`src/rtl/intsnap_pkg.sv`:
```
package intsnap_pkg;
   typedef enum logic [1:0] {
      RA_STAT = 2'd0,
      RA_SEQ  = 2'd1,
      RA_INTR = 2'd2,
      RA_NONE = 2'd3
   } rd_addr_e;
endpackage

```
`src/rtl/intsnap_live.sv`:
```
// Live status, step and cause registers with read side effects and core updates.
module intsnap_live #(
   parameter int DW       = 8,
   parameter int INT_BIT  = 7,
   parameter int TC_BIT   = 4,
   parameter int SEQ_DONE = 4
) (
   input  logic          clk,
   input  logic          rst_n,
   input  logic          take,
   input  logic          rd_intr,
   input  logic          snap_vld,
   input  logic          core_stat_we,
   input  logic [DW-1:0] core_stat_d,
   input  logic          core_seq_we,
   input  logic [DW-1:0] core_seq_d,
   input  logic          core_intr_we,
   input  logic [DW-1:0] core_intr_d,
   output logic [DW-1:0] stat_q,
   output logic [DW-1:0] seq_q,
   output logic [DW-1:0] intr_q
);
   localparam logic [DW-1:0] DONE_CODE = DW'(SEQ_DONE);

   logic          intr_zero;
   logic          rel_clear;
   logic          plain_clear;
   logic [DW-1:0] stat_n;
   logic [DW-1:0] seq_n;
   logic [DW-1:0] intr_n;

   assign intr_zero   = (intr_q == '0);
   assign rel_clear   = rd_intr && snap_vld && intr_zero;
   assign plain_clear = rd_intr && !snap_vld;

   for (genvar b = 0; b < DW; b++) begin : g_stat
      localparam bit KEEP_ON_PLAIN = (b == TC_BIT);
      localparam bit CLR_ON_REL    = (b == TC_BIT) || (b == INT_BIT);
      assign stat_n[b] = core_stat_we ? core_stat_d[b] :
                         (plain_clear && !KEEP_ON_PLAIN) ? 1'b0 :
                         (rel_clear && CLR_ON_REL) ? 1'b0 : stat_q[b];
   end

   always_comb begin
      seq_n = seq_q;
      if (rel_clear)        seq_n = DONE_CODE;
      else if (plain_clear) seq_n = '0;
      if (core_seq_we)      seq_n = core_seq_d;
   end

   always_comb begin
      intr_n = intr_q;
      if (take || plain_clear) intr_n = '0;
      if (core_intr_we)        intr_n = core_intr_d;
   end

   always_ff @(posedge clk or negedge rst_n) begin
      if (!rst_n) begin
         stat_q <= '0;
         seq_q  <= '0;
         intr_q <= '0;
      end else begin
         stat_q <= stat_n;
         seq_q  <= seq_n;
         intr_q <= intr_n;
      end
   end
endmodule

```
`src/rtl/intsnap_capture.sv`:
```
// Snapshot of cause and step taken on a status read with an interrupt pending.
module intsnap_capture #(
   parameter int DW = 8
) (
   input  logic          clk,
   input  logic          rst_n,
   input  logic          take,
   input  logic          rd_intr,
   input  logic [DW-1:0] live_intr,
   input  logic [DW-1:0] live_seq,
   output logic [DW-1:0] sv_intr,
   output logic [DW-1:0] sv_seq,
   output logic          snap_vld
);
   assign snap_vld = (sv_intr != '0);

   always_ff @(posedge clk or negedge rst_n) begin
      if (!rst_n) begin
         sv_intr <= '0;
         sv_seq  <= '0;
      end else if (take) begin
         sv_intr <= live_intr;
         sv_seq  <= live_seq;
      end else if (rd_intr && snap_vld) begin
         sv_intr <= '0;
      end
   end
endmodule

```
`src/rtl/intsnap_rdmux.sv`:
```
// Read data selection and output register.
module intsnap_rdmux #(
   parameter int DW = 8
) (
   input  logic                  clk,
   input  logic                  rst_n,
   input  logic                  rd_en,
   input  intsnap_pkg::rd_addr_e rd_sel,
   input  logic                  snap_vld,
   input  logic [DW-1:0]         stat_q,
   input  logic [DW-1:0]         seq_q,
   input  logic [DW-1:0]         intr_q,
   input  logic [DW-1:0]         sv_seq,
   input  logic [DW-1:0]         sv_intr,
   output logic [DW-1:0]         rd_data
);
   import intsnap_pkg::*;

   logic [DW-1:0] sel_val;

   always_comb begin
      unique case (rd_sel)
         RA_STAT: sel_val = stat_q;
         RA_SEQ:  sel_val = snap_vld ? sv_seq : seq_q;
         RA_INTR: sel_val = snap_vld ? sv_intr : intr_q;
         default: sel_val = '0;
      endcase
   end

   always_ff @(posedge clk or negedge rst_n) begin
      if (!rst_n)     rd_data <= '0;
      else if (rd_en) rd_data <= sel_val;
      else            rd_data <= '0;
   end
endmodule

```
`src/rtl/intsnap_regset.sv`:
```
// Top: interrupt status snapshot register set.
module intsnap_regset #(
   parameter int DW       = 8,
   parameter int INT_BIT  = 7,
   parameter int TC_BIT   = 4,
   parameter int SEQ_DONE = 4
) (
   input  logic          clk,
   input  logic          rst_n,
   input  logic          rd_en,
   input  logic [1:0]    rd_addr,
   output logic [DW-1:0] rd_data,
   input  logic          core_stat_we,
   input  logic [DW-1:0] core_stat_d,
   input  logic          core_seq_we,
   input  logic [DW-1:0] core_seq_d,
   input  logic          core_intr_we,
   input  logic [DW-1:0] core_intr_d,
   output logic          irq
);
   import intsnap_pkg::*;

   if (DW < 2) begin : g_bad_dw
      $error("intsnap_regset: DW must be at least 2");
   end
   if (INT_BIT < 0 || INT_BIT >= DW) begin : g_bad_int
      $error("intsnap_regset: INT_BIT outside status width");
   end
   if (TC_BIT < 0 || TC_BIT >= DW) begin : g_bad_tc
      $error("intsnap_regset: TC_BIT outside status width");
   end
   if (TC_BIT == INT_BIT) begin : g_bad_overlap
      $error("intsnap_regset: TC_BIT and INT_BIT must differ");
   end
   if (SEQ_DONE < 0 || SEQ_DONE >= (1 << DW)) begin : g_bad_done
      $error("intsnap_regset: SEQ_DONE does not fit in DW bits");
   end

   rd_addr_e      rd_sel;
   logic          rd_stat;
   logic          rd_intr;
   logic          take;
   logic          snap_vld;
   logic [DW-1:0] stat_q;
   logic [DW-1:0] seq_q;
   logic [DW-1:0] intr_q;
   logic [DW-1:0] sv_intr;
   logic [DW-1:0] sv_seq;

   assign rd_sel  = rd_addr_e'(rd_addr);
   assign rd_stat = rd_en && (rd_sel == RA_STAT);
   assign rd_intr = rd_en && (rd_sel == RA_INTR);
   assign take    = rd_stat && stat_q[INT_BIT];
   assign irq     = stat_q[INT_BIT];

   intsnap_live #(
      .DW(DW), .INT_BIT(INT_BIT), .TC_BIT(TC_BIT), .SEQ_DONE(SEQ_DONE)
   ) u_live (
      .clk          (clk),
      .rst_n        (rst_n),
      .take         (take),
      .rd_intr      (rd_intr),
      .snap_vld     (snap_vld),
      .core_stat_we (core_stat_we),
      .core_stat_d  (core_stat_d),
      .core_seq_we  (core_seq_we),
      .core_seq_d   (core_seq_d),
      .core_intr_we (core_intr_we),
      .core_intr_d  (core_intr_d),
      .stat_q       (stat_q),
      .seq_q        (seq_q),
      .intr_q       (intr_q)
   );

   intsnap_capture #(.DW(DW)) u_cap (
      .clk       (clk),
      .rst_n     (rst_n),
      .take      (take),
      .rd_intr   (rd_intr),
      .live_intr (intr_q),
      .live_seq  (seq_q),
      .sv_intr   (sv_intr),
      .sv_seq    (sv_seq),
      .snap_vld  (snap_vld)
   );

   intsnap_rdmux #(.DW(DW)) u_rd (
      .clk      (clk),
      .rst_n    (rst_n),
      .rd_en    (rd_en),
      .rd_sel   (rd_sel),
      .snap_vld (snap_vld),
      .stat_q   (stat_q),
      .seq_q    (seq_q),
      .intr_q   (intr_q),
      .sv_seq   (sv_seq),
      .sv_intr  (sv_intr),
      .rd_data  (rd_data)
   );
endmodule

```
`config.mk`:
```
export PLATFORM = sky130hd
export DESIGN_NAME = intsnap_regset
export DESIGN_NICKNAME = d
export VERILOG_FILES = /design/src/rtl/intsnap_pkg.sv /design/src/rtl/intsnap_live.sv /design/src/rtl/intsnap_capture.sv /design/src/rtl/intsnap_rdmux.sv /design/src/rtl/intsnap_regset.sv
export SDC_FILE = /design/constraint.sdc
export NUM_CORES = 1
export LEC_CHECK = 0
export BUFFER_PORTS_ARGS = -buffer_cell sky130_fd_sc_hd__buf_2
export CORE_MARGIN = 3
export CORE_UTILIZATION = 35
export DETAILED_ROUTE_END_ITERATION = 8
export PLACE_DENSITY = 0.55
export SETUP_SLACK_MARGIN = 0.02
export SLEW_MARGIN = 25
export SYNTH_ARGS = -nofsm -noshare
export SYNTH_HDL_FRONTEND = slang
export SYNTH_HIERARCHICAL = 1
export SYNTH_SLANG_ARGS = --single-unit
```
`constraint.sdc`:
```
create_clock -name clk -period 2.53 [get_ports clk]
set_clock_uncertainty 0.2 [all_clocks]
set_input_delay 0 -clock clk [delete_from_list [all_inputs] [get_ports clk]]
set_output_delay 0 -clock clk [all_outputs]
set_load 0.02 [all_outputs]
```
==> results.json <==
{
  "rsz0062_at_grt": "false",
  "htreeDepth": 2,
  "min_period_ns": 2.23,
  "powerDensity_mw_per_mm2": 646,
  "min_period_over_period_pct": 88.0,
  "grt_pass1_wl_microns": 8860,
  "avgSynthCellArea_sq_um": 11.3,
  "grt_pass1_vias": 1783,
  "place.gp.congestion": 0.743,
  "status": "finished clean",
  "final_max_slew_viol_count": 0,
  "final_hold_viol_count": 0,
  "grt_overflow": 0,
  "holdPathEnd": "u_rd/rd_data[0]$_DFF_PN0_",
  "ant_nets": 0,
  "row_count": 28,
  "criticalPathCategory": "flip-flop to flip-flop",
  "layout.nets": 324,
  "post-route-drc-count": 0,
  "drive_above_1_share_pct": 22.9,
  "cpPeakStageDelay_ns": 0.57,
  "cp_top_family": "simple AND/OR/NAND/NOR gates",
  "ys_seq_area_share_pct": 53.2,
  "met3_usage_pct": 1.90,
  "finalSetupViolCount": 0,
  "tightest_slew_ns": 0.618,
  "cts.clk_slew.worst_paths_ns": 0.09,
  "die_h_microns": 86.3,
  "synthesis.nets": 232,
  "p_leak_nw": 1.47,
  "rr_worst_depth": 6,
  "crit_top_cell": "nand2_1",
  "totalWireLength_microns": 5380,
  "total_power_mw": 2.03,
  "synth_area_sq_mm": 0.00226,
  "drtIter0Drc": 67,
  "io_buffers": 40,
  "top_usage_layer": "met2",
  "critPathMaxFanout": 16,
  "cts_tree": "yes",
  "grt_max_degree": 37,
  "final.setup.tns_ns": 0,
  "worstPathRequired_ns": 2.51,
  "via_count": 1778,
  "ir_drop_mv": 0.376,
  "ys_ff_latch": 48,
  "worstSkewPairLatency_ns": 0.30,
  "die-area_sq_mm": 0.00745,
  "grt_util_met2_pct": 22.9,
  "max_slew_margin_pct": 58.8,
  "hpwl_microns": 3470,
  "core_area_sq_mm": 0.00610,
  "areaGrowthSynthToFinish_pct": 39.5,
  "fillers": 600,
  "rr_endpoint": "u_live/stat_q[5]$_DFFE_PN0P_",
  "antennaDiodeCount": 0,
  "maxCapViolCount": 0,
  "boundaryPins": 41,
  "arrival_ns": 2.21,
  "drt_first_pass_iters": 4,
  "synth_warnings": 6,
  "grt_usage_pct": 15.2,
  "end_kind": "flip-flop",
  "holdCritPathClass": "input port to flip-flop",
  "netlist_instances": 200,
  "start_util_pct": 37.0,
  "routedWlPerCell_microns": 14.6,
  "clockRootBuffer": "clkbuf_8",
  "antenna_found_initial": 0,
  "reg2reg_slack_ns": 0.30,
  "met1_usage_pct": 22.4,
  "worstReg2RegStart": "u_cap/sv_intr[5]$_DFFE_PN0P_",
  "crit_chain": "nor4_1, nand2_1, nand2b_4, nand2_1, o21ai_0, dlygate4sd3_1",
  "path_buf_inv": 1,
  "viasPerCell": 4.83,
  "worstHoldPathCells": 4,
  "clockBufferDepth": 2,
  "cts-buffers-inserted": 5,
  "die_w_microns": 86.3,
  "cp_slowest_cell": "dlygate4sd3_1",
  "crit_path_start_kind": "flip-flop",
  "ys_types": 29,
  "hold_path.startpoint": "rd_addr[0]",
  "clock_sinks": 48,
  "fmax_ghz": 0.449
}
placed cells by master, fill, tap and decap left out, types with 2 or more instances in the layout:
master,n
o21ai_2,2
nand3b_1,2
clkbuf_8,7
nand3_1,7
nand2b_1,10
mux2_4,8
buf_4,2
dlygate4sd3_1,54
a22o_1,7
mux2i_1,16
nor2_1,8
nand2_1,30
a211o_1,9
nor4_1,2
dfrtp_1,48
o21ai_1,5
buf_2,40
o21ai_0,24
flip-flops by register name, indices dropped and copies added (netlist names):
signal         cells
u_rd/rd_data       8
u_cap/sv_intr      8
u_live/stat_q      8
u_live/seq_q       8
u_cap/sv_seq       8
u_live/intr_q      8
cells in the mapped netlist:
master | count | share of area [%]
a211o_1 | 9 | 3.5
a22o_1 | 7 | 2.7
a22o_2 | 1 | 0.44
and2_1 | 1 | 0.28
and3_1 | 1 | 0.28
and3b_2 | 1 | 0.44
and4bb_2 | 1 | 0.55
buf_12 | 1 | 0.89
buf_2 | 2 | 0.44
buf_6 | 4 | 2.0
clkbuf_1 | 4 | 0.67
clkinv_1 | 1 | 0.17
dfrtp_1 | 48 | 53
mux2_4 | 8 | 5.3
mux2i_1 | 16 | 7.1
nand2_1 | 30 | 5.0
nand2b_1 | 10 | 2.8
nand2b_2 | 1 | 0.39
nand3_1 | 7 | 1.6
nand3b_1 | 2 | 0.67
nor2_1 | 8 | 1.3
nor3b_2 | 1 | 0.55
nor4_1 | 2 | 0.55
nor4_4 | 1 | 0.94
o21ai_0 | 24 | 5.3
o21ai_1 | 5 | 1.1
o21ai_2 | 2 | 0.78
or4_4 | 1 | 0.50
or4bb_1 | 1 | 0.50
worst min-delay path: cells and delay by family:
| kind | cells | cell delay, ns |
|---|---|---|
| buffers and inverters | 1 | 0.20 |
| AO/OA/AOI/OAI | 2 | 0.18 |
| AND/OR/NAND/NOR | 1 | 0.14 |
area by class of cell:
cell class	count	area, sq um	share of cell area [%]
inverters	1	3.75	0.119
flip-flops and latches	48	1200	38.2
well taps	75	93.8	2.98
clock inverters	1	30.0	0.954
repair buffers	96	756	24.0
multi-input cells	140	966	30.7
clock buffers	7	96.3	3.06
kinds of logic after synthesis:
logic type | count (synthesis) | synth area share, %
flip-flops | 48 | 53.2
buffers and inverters | 12 | 4.16
multiplexers | 24 | 12.4
AO/OA/AOI/OAI | 48 | 13.9
AND/OR/NAND/NOR | 68 | 16.3
layer usage:
metal  share of wire, %  vias to the layer above
li1                   -                      892
met1                 49                      844
met2                 47                       40
met3                3.6                        2
met4               0.39                        0
met5                  0                        -
through the flow:
stage          setup WS (ns)  cells  area [sq um]  util (%)  hold WS [ns]
2_1_floorplan          0.773    200          2260         -        -0.496
3_3_place_gp           0.416    306          2470      40.6        -0.306
3_5_place_dp           0.406    306          2470      40.6        -0.296
5_1_grt                0.165    368          3150      51.6        0.0782
6_report               0.304    368          3150      51.6        0.0561
4_1_cts                0.164    368          3140      51.5        0.0450
worst max-delay path by stage:
stage / startpoint / endpoint / slack, ns / cells after the start
global route: u_cap/sv_intr[5]$_DFFE_PN0P_ / u_live/stat_q[5]$_DFFE_PN0P_ / 0.16 / 6
finish: u_cap/sv_intr[5]$_DFFE_PN0P_ / u_live/stat_q[5]$_DFFE_PN0P_ / 0.30 / 6
CTS: u_cap/sv_intr[5]$_DFFE_PN0P_ / u_live/stat_q[1]$_DFFE_PN0P_ / 0.16 / 6
global placement: u_cap/sv_intr[2]$_DFFE_PN0P_ / u_live/seq_q[0]$_DFFE_PN0P_ / 0.42 / 5
detailed placement: u_cap/sv_intr[5]$_DFFE_PN0P_ / u_live/intr_q[3]$_DFFE_PN0P_ / 0.41 / 5
floorplan: u_cap/sv_intr[1]$_DFFE_PN0P_ / u_live/seq_q[0]$_DFFE_PN0P_ / 0.77 / 5
where the power goes:
part	internal, mW	total (mW)	switching [mW]
clock	0.349	0.604	0.255
sequential	0.866	0.937	0.0702
combinational	0.268	0.491	0.224
total	1.48	2.03	0.549
timing repair:
item | CTS | global route
hold buffers | 54 | 0
endpoints found under the hold margin | 73 | 0
buffers inserted | 0 | 0
setup endpoints to repair | 0 | 1
gates resized for setup | 0 | 1
Note: power is estimated with default switching activity, not from simulation.
